`src/rtl/stby_pkg.sv`:
```
package stby_pkg;
  localparam logic [1:0] MODE_MAIN = 2'b00;
  localparam logic [1:0] MODE_PLL  = 2'b01;

  typedef enum logic [1:0] {ST_RUN, ST_STBY, ST_WARM} stbyState_t;

  // control -> datapath strobes
  typedef struct packed {
    logic enterStby;
    logic loadCnt;
    logic countEn;
    logic exitStby;
    logic inRun;
  } ctlStrobe_t;

  // datapath -> control status
  typedef struct packed {
    logic entryReq;
    logic irqAny;
    logic irqWake;
    logic irqSvc;
    logic cntZero;
  } dpStatus_t;
endpackage

```
`src/rtl/stby_datapath.sv`:
```
module stby_datapath
  import stby_pkg::*;
#(
  parameter int NSRC  = 4,
  parameter int LVLW  = 3,
  parameter int STABW = 4,
  localparam int REGW = STABW + 2
) (
  input  logic              clk,
  input  logic              rstN,
  input  logic [1:0]        clkMode,
  input  logic              regWe,
  input  logic [REGW-1:0]   regWdata,
  input  logic [NSRC-1:0]   irqReq,
  input  logic [NSRC*LVLW-1:0] irqLvl,
  input  logic              cpuIFlag,
  input  logic [LVLW-1:0]   cpuIlm,
  input  logic              tbTick,
  input  ctlStrobe_t        strobe,
  output dpStatus_t         status,
  output logic [REGW-1:0]   regRdata,
  output logic              pinFloat
);
  logic             tmrBit;
  logic             pinFloatQ;
  logic [STABW-1:0] stabQ;
  logic [STABW-1:0] cnt;
  logic [NSRC-1:0]  wakeVec;
  logic [NSRC-1:0]  svcVec;

  always_ff @(posedge clk or negedge rstN) begin
    if (!rstN) begin
      tmrBit    <= 1'b1;
      pinFloatQ <= 1'b0;
      stabQ     <= '0;
    end else begin
      if (regWe && strobe.inRun) begin
        pinFloatQ <= regWdata[1];
        stabQ     <= regWdata[REGW-1:2];
      end
      if (strobe.enterStby)     tmrBit <= 1'b0;
      else if (strobe.exitStby) tmrBit <= 1'b1;
    end
  end

  always_ff @(posedge clk or negedge rstN) begin
    if (!rstN)                                 cnt <= '0;
    else if (strobe.loadCnt)                   cnt <= stabQ;
    else if (strobe.countEn && tbTick && cnt != '0) cnt <= cnt - 1'b1;
  end

  for (genvar i = 0; i < NSRC; i++) begin : g_src
    logic [LVLW-1:0] lvl;
    assign lvl        = irqLvl[i*LVLW +: LVLW];
    assign wakeVec[i] = irqReq[i] && (lvl != '1);
    assign svcVec[i]  = wakeVec[i] && (lvl < cpuIlm);
  end

  always_comb begin
    status.irqAny   = |irqReq;
    status.irqWake  = |wakeVec;
    status.irqSvc   = cpuIFlag && (|svcVec);
    status.cntZero  = (cnt == '0);
    status.entryReq = regWe && strobe.inRun && !regWdata[0] && !status.irqAny &&
                      (clkMode == MODE_MAIN || clkMode == MODE_PLL);
  end

  assign regRdata = {stabQ, pinFloatQ, tmrBit};
  assign pinFloat = pinFloatQ;


  cnt_hold_chk: assert property (@(posedge clk) disable iff (!rstN)
    (strobe.countEn && !strobe.loadCnt && !tbTick) |=> $stable(cnt));


  cfg_retain_chk: assert property (@(posedge clk) disable iff (!rstN)
    !strobe.inRun |=> $stable({stabQ, pinFloatQ}));
endmodule

```
`src/rtl/stby_control.sv`:
```
module stby_control
  import stby_pkg::*;
(
  input  logic       clk,
  input  logic       rstN,
  input  dpStatus_t  status,
  input  logic       pinFloat,
  output ctlStrobe_t strobe,
  output logic       oscEn,
  output logic       cpuClkEn,
  output logic       tmrClkEn,
  output logic       pinHold,
  output logic       pinHiZ,
  output logic       wakePulse,
  output logic       wakeSvc,
  output logic       forceMain
);
  stbyState_t state, stateNext;

  always_comb begin
    stateNext = state;
    case (state)
      ST_RUN:  if (status.entryReq) stateNext = ST_STBY;
      ST_STBY: if (status.irqWake)  stateNext = ST_WARM;
      ST_WARM: if (status.cntZero)  stateNext = ST_RUN;
      default: stateNext = ST_RUN;
    endcase
  end

  always_comb begin
    strobe.inRun     = (state == ST_RUN);
    strobe.enterStby = (state == ST_RUN)  && status.entryReq;
    strobe.loadCnt   = (state == ST_STBY) && status.irqWake;
    strobe.countEn   = (state == ST_WARM);
    strobe.exitStby  = (state == ST_WARM) && status.cntZero;
  end

  always_ff @(posedge clk or negedge rstN) begin
    if (!rstN) begin
      state     <= ST_RUN;
      wakePulse <= 1'b0;
      wakeSvc   <= 1'b0;
      forceMain <= 1'b1;
    end else begin
      state     <= stateNext;
      wakePulse <= strobe.exitStby;
      wakeSvc   <= strobe.exitStby && status.irqSvc;
      forceMain <= 1'b0;
    end
  end

  assign oscEn    = (state != ST_STBY);
  assign cpuClkEn = (state == ST_RUN);
  assign tmrClkEn = 1'b1;
  assign pinHold  = (state != ST_RUN) && !pinFloat;
  assign pinHiZ   = (state != ST_RUN) && pinFloat;


  no_entry_irq_chk: assert property (@(posedge clk) disable iff (!rstN)
    (state == ST_RUN && status.irqAny) |=> state == ST_RUN);


  lvl7_no_wake_chk: assert property (@(posedge clk) disable iff (!rstN)
    (state == ST_STBY && !status.irqWake) |=> state == ST_STBY);


  warm_hold_chk: assert property (@(posedge clk) disable iff (!rstN)
    (state == ST_WARM && !status.cntZero) |=> state == ST_WARM);


  wake_pulse_chk: assert property (@(posedge clk) disable iff (!rstN)
    wakePulse |-> (cpuClkEn && $past(state) == ST_WARM));
endmodule

```
`src/rtl/stby_ctrl.sv`:
```
module stby_ctrl
  import stby_pkg::*;
#(
  parameter int NSRC  = 4,
  parameter int LVLW  = 3,
  parameter int STABW = 4,
  localparam int REGW = STABW + 2
) (
  input  logic                 clk,
  input  logic                 rstN,
  input  logic [1:0]           clkMode,
  input  logic                 regWe,
  input  logic [REGW-1:0]      regWdata,
  output logic [REGW-1:0]      regRdata,
  input  logic [NSRC-1:0]      irqReq,
  input  logic [NSRC*LVLW-1:0] irqLvl,
  input  logic                 cpuIFlag,
  input  logic [LVLW-1:0]      cpuIlm,
  input  logic                 tbTick,
  output logic                 oscEn,
  output logic                 cpuClkEn,
  output logic                 tmrClkEn,
  output logic                 pinHold,
  output logic                 pinHiZ,
  output logic                 wakePulse,
  output logic                 wakeSvc,
  output logic                 forceMain
);
  ctlStrobe_t strobe;
  dpStatus_t  status;
  logic       pinFloat;

  stby_datapath #(.NSRC(NSRC), .LVLW(LVLW), .STABW(STABW)) u_dp (
    .clk(clk), .rstN(rstN), .clkMode(clkMode), .regWe(regWe), .regWdata(regWdata),
    .irqReq(irqReq), .irqLvl(irqLvl), .cpuIFlag(cpuIFlag), .cpuIlm(cpuIlm),
    .tbTick(tbTick), .strobe(strobe), .status(status), .regRdata(regRdata),
    .pinFloat(pinFloat)
  );

  stby_control u_ctl (
    .clk(clk), .rstN(rstN), .status(status), .pinFloat(pinFloat), .strobe(strobe),
    .oscEn(oscEn), .cpuClkEn(cpuClkEn), .tmrClkEn(tmrClkEn), .pinHold(pinHold),
    .pinHiZ(pinHiZ), .wakePulse(wakePulse), .wakeSvc(wakeSvc), .forceMain(forceMain)
  );
endmodule

```
`config.mk`:
```
export PLATFORM = sky130hd
export DESIGN_NAME = stby_ctrl
export DESIGN_NICKNAME = d
export VERILOG_FILES = /design/src/rtl/stby_pkg.sv /design/src/rtl/stby_datapath.sv /design/src/rtl/stby_control.sv /design/src/rtl/stby_ctrl.sv
export SDC_FILE = /design/constraint.sdc
export NUM_CORES = 1
export LEC_CHECK = 0
export BUFFER_PORTS_ARGS = -buffer_cell sky130_fd_sc_hd__buf_4
export CAP_MARGIN = 20
export CORE_ASPECT_RATIO = 0.9
export CORE_MARGIN = 1
export CORE_UTILIZATION = 30
export CTS_BUF_LIST = sky130_fd_sc_hd__clkbuf_2
export CTS_CLUSTER_SIZE = 25
export DETAILED_ROUTE_END_ITERATION = 16
export HOLD_SLACK_MARGIN = 0.15
export PLACE_DENSITY = 0.65
export REMOVE_ABC_BUFFERS = 1
export SYNTH_ARGS = -nofsm -noshare
export SYNTH_HDL_FRONTEND = slang
export SYNTH_SLANG_ARGS = --single-unit
```
`constraint.sdc`:
```
create_clock -name clk -period 1.6 [get_ports clk]
set_input_delay 0 -clock clk [delete_from_list [all_inputs] [get_ports clk]]
set_output_delay 0 -clock clk [all_outputs]
set_load 0.01 [all_outputs]
```
======== Word level (Yosys, flattened, before mapping) ========
Cells that the tools add are included.
cells by class
  $lt $le $gt $ge ......................... 4
  $add $sub $neg .......................... 1
  equality and inequality tests ........... 11
  reductions and logical operators ........ 36
  muxes and demuxes ....................... 8
operator list
  cell                   number
  $logic_and A1 B1 Y1    21
  $lt A3 B3 Y1           4
  $ne A3 B3 Y1 const B   4
  $reduce_or A4 Y1       3
  $mux W4                2
  $ne A2 B1 Y1 const B   4
  $mux W2                3
  $pmux W2 S3            1
  $reduce_bool A2 Y1     3
  $eq A2 B1 Y1 const B   2
  $logic_not A2 Y1       2
  $logic_not A4 Y1       1
  $reduce_bool A4 Y1     1
  $sub A4 B1 Y4 const B  1
  $logic_not A1 Y1       3
  $reduce_and A3 Y1      1
  $eq A2 B2 Y1 const B   1
  $mux W1                2
  $logic_or A1 B1 Y1     1
word-level totals
  flip-flop bits (word level) ............. 15
  output and inout bits ................... 14
  word-level logic and storage cells ...... 68
  bits of input ports ..................... 32

======== Logic depth before layout (Yosys ltp) ========
  word-level depth ........................ 7
  gate-level depth with buffers ........... 6
  mapped depth without buffers ............ 6

======== Hierarchy ========
From an unflattened synthesis, not the netlist that was laid out.
second synthesis, totals
  cell total of the unflattened synthesis .. 102
  area total of the unflattened synthesis .. 984.7 µm²
by module, submodules not included
  module         seq. area each (µm²)  instances  cells each  area an instance (µm²)
  stby_datapath  251.5                 1          79          750.7
  stby_control   126.4                 1          23          234.0

======== Worst setup path before layout ========
No wires, ideal clock.
  kind .................................... register to register
  start ................................... register u_dp.cnt[0]
  end ..................................... register u_dp.cnt[0]
  period minus slack after synthesis ...... 1,424 ps
  path buffers ............................ 0
  arrival time ............................ 1,299 ps
  stages on the path, launching flop included .. 7
  setup slack ............................. 176 ps
  library setup time ...................... 125 ps
  cells stage by stage .................... dfrtp_1 inv_1 ha_1 nor3b_2 nor2_2 xnor2_1 mux2_2
between the ends
  word-level cells in the longest chain between the ends .. 3
  elaborated cells on any way between the ends .. 6
RTL lines
  element                                              RTL line             text
  from (decl)                                          stby_datapath.sv:27  logic [STABW-1:0] cnt;
  from (signal assigned)                               stby_datapath.sv:48  else if (strobe.loadCnt) cnt <= stabQ;
  from (signal assigned)                               stby_datapath.sv:49  else if (strobe.countEn && tbTick && cnt != '0) cnt <= cnt - 1'b1;
  $sub A4 B1 Y4 or $reduce_bool A4 Y1 (tied branches)  stby_datapath.sv:49
  $mux W4 or $logic_and A1 B1 Y1 (tied branches)       stby_datapath.sv:49
  $mux W4 or $reduce_bool A2 Y1 (tied branches)        n/a
Several ways; a longest one is shown, not always the timed one. The select of a mux whose other input is x is not followed.
A chain may end at the register's enable or synchronous reset.

======== Worst setup path in the final report ========
  start ................................... register u_dp.cnt[1]
  end ..................................... register u_dp.cnt[0]
between the ends
  word-level cells in the longest chain between the ends .. 3
RTL lines
  element                       RTL line
  $reduce_bool A4 Y1            stby_datapath.sv:49
  $logic_and A1 B1 Y1           stby_datapath.sv:49
  $reduce_bool A2 Y1 (no line)  n/a
Every way passes these cells.

==> results.sh <==
export IMPL_gr_total_overflow=0
export IMPL_die_w_um=64.0
export IMPL_syn_inst=94
export IMPL_fin_area_um2=1600
export IMPL_portBuffers=43
export IMPL_period_share=0.949
export IMPL_place_area_um2=1390
export IMPL_r2r_slack_ns=0.08
export IMPL_clockRootBuffer="clkbuf_2"
export IMPL_initial_core_util=0.328
export IMPL_setup_ws_ns=0.0821
export IMPL_gp_congestion=0.755
export IMPL_leakage_nw=0.794
export IMPL_die_area_um2=3700
export IMPL_maxCapViolCount=0
export IMPL_cts_made_buffers=3
export IMPL_maxSlewHeadroom=0.606
export IMPL_avgSynthCellArea_um2=11.0
export IMPL_drv_slew=0
export IMPL_setup_violations=0
export IMPL_drcViolationCount=0
export IMPL_antenna_found_initial=0
export IMPL_drt_iter0_markers=9
export IMPL_grt_first_pass_wirelength_um=4010
export IMPL_routed_via_density=4.61
export IMPL_finish_utilization=0.505
export IMPL_skew_ns=0.00340
export IMPL_area_delta_synth_final_pct=53.9
export IMPL_dp_worst_setup_slack_ns=0.0365
export IMPL_p_total_mw=1.27
export IMPL_cp_max_fo=4
export IMPL_ant_nets=0
export IMPL_drive_above_1_share=0.449
export IMPL_cts_buffer_depth=2
export IMPL_critPathRequiredTime_ns=1.78
export IMPL_grt_max_degree=14
export IMPL_hold_path_class="input port to flop"
export IMPL_ir_drop_uv=621
export IMPL_worst_setup_path_start_kind="flop"
export IMPL_fill_cells=293
export IMPL_grt_pass1_vias=982
export IMPL_cts_sinks=15
export IMPL_r2r_end="u_dp.cnt[0]$_DFFE_PN0P_"
export IMPL_timing_rr_start="u_dp.cnt[1]$_DFFE_PN0P_"
export IMPL_worst_pin_slew_ns=0.590
export IMPL_status="finished, final reports clean"
export IMPL_p_per_area_nw_per_um2=796
export IMPL_ys_warn_count=0
export IMPL_wl_per_cell_um=12.3
export IMPL_h_tree_depth=1
export IMPL_num_vias=912
export IMPL_max_clock_freq_mhz=659
export IMPL_cts_tree="built"
export IMPL_ys_types=34
export IMPL_ys_ff_latch=15
export IMPL_ioPinCount=46
export IMPL_nets=198
export IMPL_clkSlewWorstSetupHoldPaths_ns=0.14
export IMPL_finalHoldViolations=0
export IMPL_period_needed_ns=1.52
export IMPL_endpoint="u_dp.cnt[0]$_DFFE_PN0P_"
export IMPL_wl_um=2440
export IMPL_hpwl_um=1840
export IMPL_synth_seq_area_share=0.364
export IMPL_clkLatencyLatePin_ns=0.27
export IMPL_coreArea_um2=3160
export IMPL_min_path_cells=4
export IMPL_crit_type="flop to flop"
export IMPL_die_h_um=57.8
export IMPL_diodes=0
export IMPL_netlist_area_um2=1040
export IMPL_drtPass1Iterations=3
export IMPL_startpoint="u_dp.cnt[1]$_DFFE_PN0P_"
export IMPL_fp_row_count=19
export IMPL_worstSetupEndpointType="flop"
export IMPL_arrival_ns=1.70
export IMPL_worstRegToRegCells=6
export IMPL_track_usage=0.141
-- cells in the final DEF, fill, tap and decap left out, drive strengths merged --
master / n
a21oi: 1
buf: 46
dfstp: 2
clkbuf: 4
o21ai: 2
mux2i: 2
nand3b: 1
dfrtp: 13
nand4: 1
mux2: 8
ha: 9
nand2b: 7
dlygate4sd3: 16
nor2b: 1
a41oi: 2
nor3b: 1
nand4b: 1
a211o: 4
and2b: 1
conb: 2
nor2: 4
inv: 5
a21o: 5
o21bai: 1
xnor2: 2
and2: 1
or3: 1
nor4: 1
nor3: 1
nand3: 5
nand2: 6
-- cell type report --
cell class              instances  area, µm²  area share
well taps                      42       52.6      0.0329
inverters                       5       18.8      0.0118
multi-input cells              70        622       0.389
clock buffers                   4       20.0      0.0125
flip-flops and latches         15        378       0.237
repair buffers                 62        505       0.317
-- how the worst min path moves through the flow --
stage | from | to | slack, ns
5_1_grt | irqLvl[2] | u_ctl.wakeSvc$_DFF_PN0_ | 0.15
3_5_place_dp | rstN | u_dp.stabQ[2]$_DFFE_PN0N_ | -0.13
4_1_cts | irqLvl[11] | u_ctl.wakeSvc$_DFF_PN0_ | 0.16
6_report | irqLvl[2] | u_ctl.wakeSvc$_DFF_PN0_ | 0.18
3_3_place_gp | rstN | u_dp.stabQ[3]$_DFFE_PN0N_ | -0.14
2_1_floorplan | rstN | u_ctl.state[0]$_DFFE_PN0P_ | -0.30
-- synth_stat cells (all sizes together) --
cell type  instances  share of area
buf                4          0.033
xnor2              2          0.017
nand3b             1          0.019
and2               1         0.0060
ha                 9           0.11
o21bai             1         0.0072
inv                5          0.018
nor3               1         0.0097
nand4b             1         0.0084
nor2               4          0.019
conb               2         0.0072
dfrtp             13           0.31
a21oi              1         0.0048
mux2i              2          0.019
or3                1         0.0060
nand4              1         0.0060
nand2b             7          0.049
nor2b              1         0.0060
a41oi              2          0.035
a211o              4          0.034
dfstp              2          0.051
mux2               8           0.10
o21ai              2         0.0097
and2b              1         0.0072
nor3b              1          0.012
nand3              5          0.024
nand2              6          0.022
nor4               1         0.0060
a21o               5          0.036
-- cell families after synthesis --
family          count (synthesis)  synth area share
fa+ha+maj                       9             0.109
other cells                     2           0.00724
simple gates                   32             0.201
flops                          15             0.364
xor+xnor                        2            0.0169
buf+inv                         9            0.0507
compound gates                 15             0.127
mux                            10             0.124
-- per-stage QoR --
stage	std cells	hold slack, ns	TNS [ns]
finish	198	0.176	0
global route	198	0.155	-0.0123
CTS	196	0.156	0
detailed placement	177	-0.133	0
global placement	177	-0.138	0
floorplan	90	-0.296	0
-- where the power goes --
group,switching (mW),internal [mW]
clock,0.116,0.0663
combinational,0.222,0.330
sequential,0.0707,0.467
total,0.408,0.863
-- sequential cells by signal, summed over array words and instances (netlist names) --
name / cells
u_dp.pinFloat: 1
u_dp.cnt: 4
u_dp.stabQ: 4
u_ctl.wakeSvc: 1
u_dp.tmrBit: 1
u_ctl.forceMain: 1
u_ctl.state: 2
u_ctl.wakePulse: 1
-- critical path, stage by stage, from the launching register on --
cell,delay (ns)
dfrtp_1,0.40
inv_1,0.08
ha_2,0.19
nor3b_4,0.26
nor2_2,0.09
xnor2_1,0.14
mux2_2,0.26
-- metal layers --
metal  vias up  global-route usage  wire, µm
li1        451                   -         -
met1       421               0.162      1070
met2        40               0.263      1200
met3         0              0.0315       171
met4         0              0.0390         0
met5         -                   0         0
-- repair_timing --
item / in CTS / in global routing
setup buffers: 0 / 1
endpoints found under the hold margin: 23 / 2
hold buffers: 15 / 2
gates resized for setup: 0 / 4
setup endpoints to repair: 0 / 4
No activity file was read; power rests on OpenSTA's default activity.
